[config.mk]
export PLATFORM = sky130hd
export DESIGN_NAME = lvlIntc
export DESIGN_NICKNAME = d
export VERILOG_FILES = /design/src/rtl/lvlIntcPkg.sv /design/src/rtl/lvlIntcCtrl.sv /design/src/rtl/lvlIntcData.sv /design/src/rtl/lvlIntc.sv
export SDC_FILE = /design/constraint.sdc
export NUM_CORES = 1
export LEC_CHECK = 0
export BUFFER_PORTS_ARGS = -buffer_cell sky130_fd_sc_hd__buf_2
export CORE_ASPECT_RATIO = 0.8
export CORE_MARGIN = 2
export CORE_UTILIZATION = 40
export CTS_BUF_LIST = sky130_fd_sc_hd__clkbuf_4 sky130_fd_sc_hd__clkbuf_8 sky130_fd_sc_hd__clkbuf_16
export DETAILED_ROUTE_END_ITERATION = 7
export GPL_TIMING_DRIVEN = 0
export PLACE_DENSITY = 0.69
export RECOVER_POWER = 50
export SYNTH_ARGS = -nofsm -noshare
export SYNTH_HDL_FRONTEND = slang
export SYNTH_HIERARCHICAL = 1
export SYNTH_SLANG_ARGS = --single-unit
[constraint.sdc]
create_clock -name clk -period 3.55 [get_ports clk]
set_input_delay 0.5325 -clock clk [delete_from_list [all_inputs] [get_ports clk]]
set_output_delay 0.5325 -clock clk [all_outputs]
set_load 0.005 [all_outputs]
[src/rtl/lvlIntcPkg.sv]
package lvlIntcPkg;
  localparam int ID_W = 10;
  localparam logic [ID_W-1:0] NONE_ID = 10'd1023;

  typedef enum logic [2:0] {
    OP_NONE, OP_EN_SET, OP_EN_CLR, OP_MASK_SET, OP_MASK_CLR, OP_ROUTE_WR
  } wrOp_e;

  typedef enum logic [1:0] {RD_ZERO, RD_CTRL, RD_ROUTE, RD_ACK} rdSel_e;

  typedef struct packed {
    wrOp_e           op;
    logic            rdStb;
    rdSel_e          rd;
    logic [ID_W-1:0] idx;
    logic [3:0]      cpu;
  } strobes_t;
endpackage

[src/rtl/lvlIntcCtrl.sv]
module lvlIntcCtrl import lvlIntcPkg::*; #(
  parameter int NUM_CPUS = 2,
  parameter int NUM_SRCS = 32,
  parameter int ADDR_W   = 14
) (
  input  logic              busWrite,
  input  logic              busRead,
  input  logic [ADDR_W-1:0] busAddr,
  input  logic [31:0]       busWdata,
  output strobes_t          st
);
  localparam logic [ID_W-1:0] SRC_CNT = ID_W'(NUM_SRCS);
  localparam logic [6:0]      SRC_CNT7 = 7'(NUM_SRCS);
  localparam logic [4:0]      CPU_CNT5 = 5'(NUM_CPUS);
  localparam int              HI_W = ADDR_W - 12;

  logic            aligned, globalWin, cpuWin, cpuOk, routeHit, idxOk;
  logic [11:0]     gOff;
  logic [7:0]      cOff;
  logic [ID_W-1:0] wrIdx;
  logic            unusedWdata;

  assign aligned   = (busAddr[1:0] == 2'b00);
  assign globalWin = (busAddr[ADDR_W-1:12] == HI_W'(0)) && aligned;
  assign cpuWin    = (busAddr[ADDR_W-1:12] == HI_W'(2)) && aligned;
  assign cpuOk     = ({1'b0, busAddr[11:8]} < CPU_CNT5);
  assign gOff      = busAddr[11:0];
  assign cOff      = busAddr[7:0];
  assign routeHit  = globalWin && (busAddr[11:8] == 4'h1) &&
                     ({1'b0, busAddr[7:2]} < SRC_CNT7);
  assign wrIdx     = busWdata[ID_W-1:0];
  assign idxOk     = (wrIdx != '0) && (wrIdx < SRC_CNT);
  assign unusedWdata = ^busWdata[31:ID_W];

  always_comb begin
    st       = '0;
    st.op    = OP_NONE;
    st.rd    = RD_ZERO;
    st.cpu   = busAddr[11:8];
    st.idx   = wrIdx;
    if (busWrite) begin
      if (globalWin && gOff == 12'h030 && idxOk)       st.op = OP_EN_SET;
      else if (globalWin && gOff == 12'h034 && idxOk)  st.op = OP_EN_CLR;
      else if (routeHit) begin
        st.op  = OP_ROUTE_WR;
        st.idx = {4'b0, busAddr[7:2]};
      end
      else if (cpuWin && cpuOk && cOff == 8'h48 && idxOk) st.op = OP_MASK_SET;
      else if (cpuWin && cpuOk && cOff == 8'h4C && idxOk) st.op = OP_MASK_CLR;
    end else if (busRead) begin
      st.rdStb = 1'b1;
      if (globalWin && gOff == 12'h000) st.rd = RD_CTRL;
      else if (routeHit) begin
        st.rd  = RD_ROUTE;
        st.idx = {4'b0, busAddr[7:2]};
      end
      else if (cpuWin && cpuOk && cOff == 8'h44) st.rd = RD_ACK;
    end
  end
endmodule

[src/rtl/lvlIntcData.sv]
module lvlIntcData import lvlIntcPkg::*; #(
  parameter int NUM_CPUS = 2,
  parameter int NUM_SRCS = 32,
  parameter int TIMER_ID = 5
) (
  input  logic                     clk,
  input  logic                     rst,
  input  strobes_t                 st,
  input  logic [NUM_CPUS-1:0]      routeData,
  input  logic [NUM_CPUS-1:0]      doorbell,
  input  logic [NUM_CPUS-1:0]      cpuTimer,
  input  logic [NUM_SRCS-1:0]      srcLevel,
  output logic [NUM_CPUS-1:0]      irqOut,
  output logic [NUM_CPUS*ID_W-1:0] ackFlat,
  output logic [31:0]              busRdata
);
  localparam int SRC_W = $clog2(NUM_SRCS);
  localparam int CPU_W = (NUM_CPUS > 1) ? $clog2(NUM_CPUS) : 1;

  logic [NUM_SRCS-1:0] enReg;
  logic [NUM_SRCS-1:0] maskReg  [NUM_CPUS];
  logic [NUM_CPUS-1:0] routeReg [NUM_SRCS];
  logic [SRC_W-1:0]    sIdx;
  logic [CPU_W-1:0]    cSel;
  logic [NUM_CPUS-1:0] unusedMask0;
  logic                unusedBits;

  assign sIdx = st.idx[SRC_W-1:0];
  assign cSel = st.cpu[CPU_W-1:0];
  assign unusedBits = ^{st.idx[ID_W-1:SRC_W], st.cpu, srcLevel[0], srcLevel[TIMER_ID],
                        enReg[0], enReg[TIMER_ID], unusedMask0};

  always_ff @(posedge clk) begin
    if (rst) begin
      enReg <= '0;
      for (int c = 0; c < NUM_CPUS; c++) maskReg[c] <= '1;
      for (int n = 0; n < NUM_SRCS; n++) routeReg[n] <= '0;
    end else begin
      case (st.op)
        OP_EN_SET:   enReg[sIdx] <= 1'b1;
        OP_EN_CLR:   enReg[sIdx] <= 1'b0;
        OP_MASK_SET: maskReg[cSel][sIdx] <= 1'b1;
        OP_MASK_CLR: maskReg[cSel][sIdx] <= 1'b0;
        OP_ROUTE_WR: routeReg[sIdx] <= routeData;
        default: ;
      endcase
    end
  end

  for (genvar c = 0; c < NUM_CPUS; c++) begin : g_cpu
    logic [NUM_SRCS-1:0] qual;
    logic [ID_W-1:0]     pick;

    always_comb begin
      qual = '0;
      for (int n = 1; n < NUM_SRCS; n++) begin
        if (n == TIMER_ID) qual[n] = cpuTimer[c] & ~maskReg[c][n];
        else qual[n] = srcLevel[n] & enReg[n] & routeReg[n][c] & ~maskReg[c][n];
      end
    end

    always_comb begin
      pick = NONE_ID;
      for (int n = NUM_SRCS - 1; n >= 1; n--) begin
        if (qual[n]) pick = ID_W'(n);
      end
      if (doorbell[c]) pick = '0;
    end

    assign irqOut[c] = doorbell[c] | (|qual);
    assign ackFlat[c*ID_W +: ID_W] = pick;
    assign unusedMask0[c] = maskReg[c][0];
  end

  always_ff @(posedge clk) begin
    if (rst) busRdata <= '0;
    else if (st.rdStb) begin
      case (st.rd)
        RD_CTRL:  busRdata <= 32'(NUM_SRCS) << 2;
        RD_ROUTE: busRdata <= 32'(routeReg[sIdx]);
        RD_ACK:   busRdata <= 32'(ackFlat[cSel*ID_W +: ID_W]);
        default:  busRdata <= '0;
      endcase
    end
  end
endmodule

[src/rtl/lvlIntc.sv]
module lvlIntc import lvlIntcPkg::*; #(
  parameter int NUM_CPUS = 2,
  parameter int NUM_SRCS = 32,
  parameter int TIMER_ID = 5,
  parameter int ADDR_W   = 14
) (
  input  logic                clk,
  input  logic                rst,
  input  logic                busWrite,
  input  logic                busRead,
  input  logic [ADDR_W-1:0]   busAddr,
  input  logic [31:0]         busWdata,
  output logic [31:0]         busRdata,
  input  logic [NUM_CPUS-1:0] doorbell,
  input  logic [NUM_CPUS-1:0] cpuTimer,
  input  logic [NUM_SRCS-1:0] srcLevel,
  output logic [NUM_CPUS-1:0] irqOut
);
  strobes_t                 st;
  logic [NUM_CPUS*ID_W-1:0] ackFlat;

  lvlIntcCtrl #(.NUM_CPUS(NUM_CPUS), .NUM_SRCS(NUM_SRCS), .ADDR_W(ADDR_W)) uCtrl (
    .busWrite(busWrite), .busRead(busRead), .busAddr(busAddr),
    .busWdata(busWdata), .st(st)
  );

  lvlIntcData #(.NUM_CPUS(NUM_CPUS), .NUM_SRCS(NUM_SRCS), .TIMER_ID(TIMER_ID)) uData (
    .clk(clk), .rst(rst), .st(st), .routeData(busWdata[NUM_CPUS-1:0]),
    .doorbell(doorbell), .cpuTimer(cpuTimer), .srcLevel(srcLevel),
    .irqOut(irqOut), .ackFlat(ackFlat), .busRdata(busRdata)
  );
endmodule

; ---- Word level (Yosys, flattened, before mapping)
; Memory sizes are Yosys's and may differ from the RTL's.
; Index checks and enable logic that the tools add are counted.
[word_totals]
wordCells = 436
inputBits = 86
reg_bits = 64
out_inout_bits = 34
mem_bits_rw = 128
memories = 2
[op_classes]
muxes = 133
bitwise_logic = 251
n_reduce_logical = 26
shifts = 1
n_eq_ne = 15
n_mul = 1
magnitude_cmp = 5
[mem_list]
columns = name, words, width, rd, rd_ports_with_merged_regs, write_ports, line
row1 = uData.maskReg, 2, 32, 2, 0, 2, lvlIntcData.sv:21  ; logic [NUM_SRCS-1:0] maskReg [NUM_CPUS];
row2 = uData.routeReg, 32, 2, 31, 0, 32, lvlIntcData.sv:22  ; logic [NUM_CPUS-1:0] routeReg [NUM_SRCS];
[ops]
columns = op, n
row1 = $mux 10, 66
row2 = $and 1x1->1, 152
row3 = $mux 32, 4
row4 = $pmux 32 s2, 1
row5 = $not 1->1, 62
row6 = $reduce_or 31->1, 2
row7 = $mux 1, 44
row8 = $or 1x1->1, 34
row9 = $and 32x32->32, 1
row10 = $not 32->32, 1
row11 = $or 32x32->32, 1
row12 = $reduce_or 32->1, 1
row13 = $pmux 10 s3, 1
row14 = $eq 12x6->1 const B, 2
row15 = $eq 8x7->1 const B, 3
row16 = $mux 3, 7
row17 = $mux 5, 4
row18 = $shiftx 20x6->10, 1
row19 = $logic_and 1x1->1, 17
row20 = $mux 13, 1
row21 = $logic_not 12->1, 1
row22 = $lt 10x6->1 const B, 1
row23 = $reduce_bool 10->1, 1
row24 = $mux 2, 4
row25 = 15 further kinds, 20

; ---- Depth between registers and ports, before layout
[logic_depth]
word_depth = 37
depth_mapped = 13
depth_no_buf = 10

; ---- Cells and area by module
; Netlist, hierarchy kept.
[modules_own_cells]
columns = mod, cells_per_inst, seq_area_each_um2, area_each_um2, n_inst
row1 = lvlIntcData, 942, 4524.3, 9476.6, 1
row2 = lvlIntcCtrl, 53, 0.0, 416.6, 1

; ---- Least setup slack after synthesis
; OpenSTA, ideal clock, no wires.
[synth_path]
path_kind = input to register
from = input busAddr[11]
to = memory uData.maskReg[0][19] (enable)
t_arrival_ns = 3.007
path_slack_ns = 0.252
setup_time_ns = 0.291
path_stages = 10
path_cell_list = or4_4 -> nor4_2 -> a41o_1 -> and3_1 -> or3b_1 -> a21oi_1 -> and2_1 -> clkbuf_1 -> clkbuf_1 -> a21o_1
[synth_rtl]
columns = element, line
row1 = start: declaration, lvlIntc.sv:11  ; input logic [ADDR_W-1:0] busAddr,
row2 = end: declaration, lvlIntcData.sv:21

==> metrics.csv <==
metric;value;unit
cts_buffers;17;
path_class;in -> reg;
regArea;4520;um2
place.gp.congestion;1.04;
fin_cells;1406;
crit_chain;buf_2 -> or4_4 -> nor3_4 -> o21ai_4 -> mux2_4 -> buf_4 -> buf_6 -> or2_2 -> clkbuf_1 -> nor2_1 -> a21o_1;
start_kind;primary input;
tightest_slew;1.04;ns
dp.cells;1374;
cts_root_buffer;clkbuf_16;
vdd_ir_drop_max;240;uV
slew_headroom;30.4;%
viasPerCell;6.33;
floorplan.die_area;25600;um2
drive_gt1_share;19.7;%
yosys_warnings;6;
intPower;3510;uW
power;4680;uW
synth_area;9720;um2
die_h;143;um
period_needed;3.56;ns
ant_nets;0;
grt_pass1_vias;8136;
hold_class;reg -> reg;
cts_max_level;4;
areaGrowthSynthToFinish;16.3;%
setup_ws;-0.0107;ns
cp.arrival;3.71;ns
crit_fanout;10;
drv_cap;0;
tritoncts;yes;
critPathCaptureType;flop;
leakage;0.00441;uW
tns;-0.0306;ns
drt_iter0_markers;1460;
grt_pass1_wl;54.2;mm
netSwitchingFraction;25.1;%
comb_power_share;9.2;%
p_seq_share;46.3;%
outcome;finished, violations left;
drc;0;
core-area;23600;um2
rsz0062_at_grt;yes;
start_util;41.1;%
clockPowerShare;44.5;%
cp.required;3.70;ns
rows;50;
portBuffers;72;
grt_usage;29.6;%
via_count;8902;
violations;setup timing;
syn_avg_cell_area;10.0;um2
ctsHoldBuffers;0;
grt_antenna_before_repair;0;
p_sw;1170;uW
fin_worst_skew;0.0116;ns
place_hpwl;27.7;mm
finalSetupViolations;4;
hold_violations;0;
routed_wl;37.5;mm
diodes;0;
fin_util;47.8;%
wl_per_cell;26.7;um
drv_slew;0;
clock_latency;0.44;ns
cts.path.max_buffers;2;
overflow;0;
dr.pass1.iters;7;
worst_path_largest_cell_delay;0.58;ns
syn_inst;969;
clk_pin_slew;0.07;ns
fmaxAchievable;0.281;GHz
cts_num_sinks;163;
p_per_area;414;nW/um2
crit_slowest_cell;or4_4;
timing.final.crit_share;100;%
multi_input_area;4850;um2
die_w;178;um
grt_max_degree;17;
fill_cells;2265;
nNetsFinal;1167;
boundaryPins;120;
==> area by class of cell <==
type                            count  share of cell area (%)
Buffer                             91                    4.37
Timing Repair Buffer               72                    3.17
Inverter                           10                   0.332
Tap cell                          312                    3.45
Sequential cell                   163                    40.0
Multi-Input combinational cell    726                    42.9
Clock buffer                       18                    3.89
Clock inverter                     14                    1.87
==> cells in the final DEF (no fill, tap or decap), types with 17 or more instances in the layout <==
cell type,n
nand4b_1,41
nor2_2,20
a21o_1,93
a21oi_1,43
buf_4,29
nor2_1,88
nand2_1,116
clkbuf_16,17
conb_1,22
a211oi_1,38
mux2i_1,19
clkbuf_1,46
and4b_1,32
dfxtp_1,37
edfxtp_1,126
nor3_1,19
buf_2,78
==> final timing paths <==
check	startpoint	endpoint	slack, ns	cells after the start
min	uData/busRdata[3]	uData/busRdata[3]	0.48	2
max	busAddr[11]	uData/routeReg[28][0]	-0.01	11
max reg2reg	uData/routeReg[12][1]	uData/busRdata[1]	1.13	6
min reg2reg	uData/busRdata[3]	uData/busRdata[3]	0.48	2
==> per-stage QoR <==
stage          hold WS [ns]  area [um2]  worst slack (ns)
3_5_place_dp          0.469       10600            -0.829
2_1_floorplan         0.463        9800             0.252
4_1_cts               0.476       11200           0.00654
5_1_grt               0.523       11300           -0.0868
6_report              0.482       11300           -0.0107
3_3_place_gp          0.457       10600            -0.866
==> per-layer routing <==
| metal | vias to the layer above | wire length, um | track usage [%] |
|---|---|---|---|
| li1 | 3854 | - | - |
| met1 | 4335 | 16000 | 43.5 |
| met2 | 633 | 15500 | 43.4 |
| met3 | 80 | 5000 | 6.96 |
| met4 | 0 | 1070 | 8.26 |
| met5 | - | 0 | 0 |
==> what timing repair did <==
action / 4_1_cts / 5_1_grt
gates resized for setup: 9 / 38
setup endpoints to repair: 115 / 159
cloned: 0 / 0
setup buffers: 0 / 0
==> worst max-delay path: cells and delay by family <==
| family | cells | cell delay [ns] |
|---|---|---|
| AO/OA/AOI/OAI | 2 | 0.36 |
| AND/OR/NAND/NOR | 4 | 1.63 |
| buffers and inverters | 4 | 0.85 |
| multiplexers | 1 | 0.31 |
==> power by group through the flow <==
stage	combinational [uW]	sequential (uW)	clock, uW
6_report	432	2170	2080
5_1_grt	451	2170	2160
4_1_cts	412	2160	2100
3_5_place_dp	409	2210	0
3_3_place_gp	407	2200	0
2_1_floorplan	252	2180	0
No activity file was read; power rests on OpenSTA's default activity.
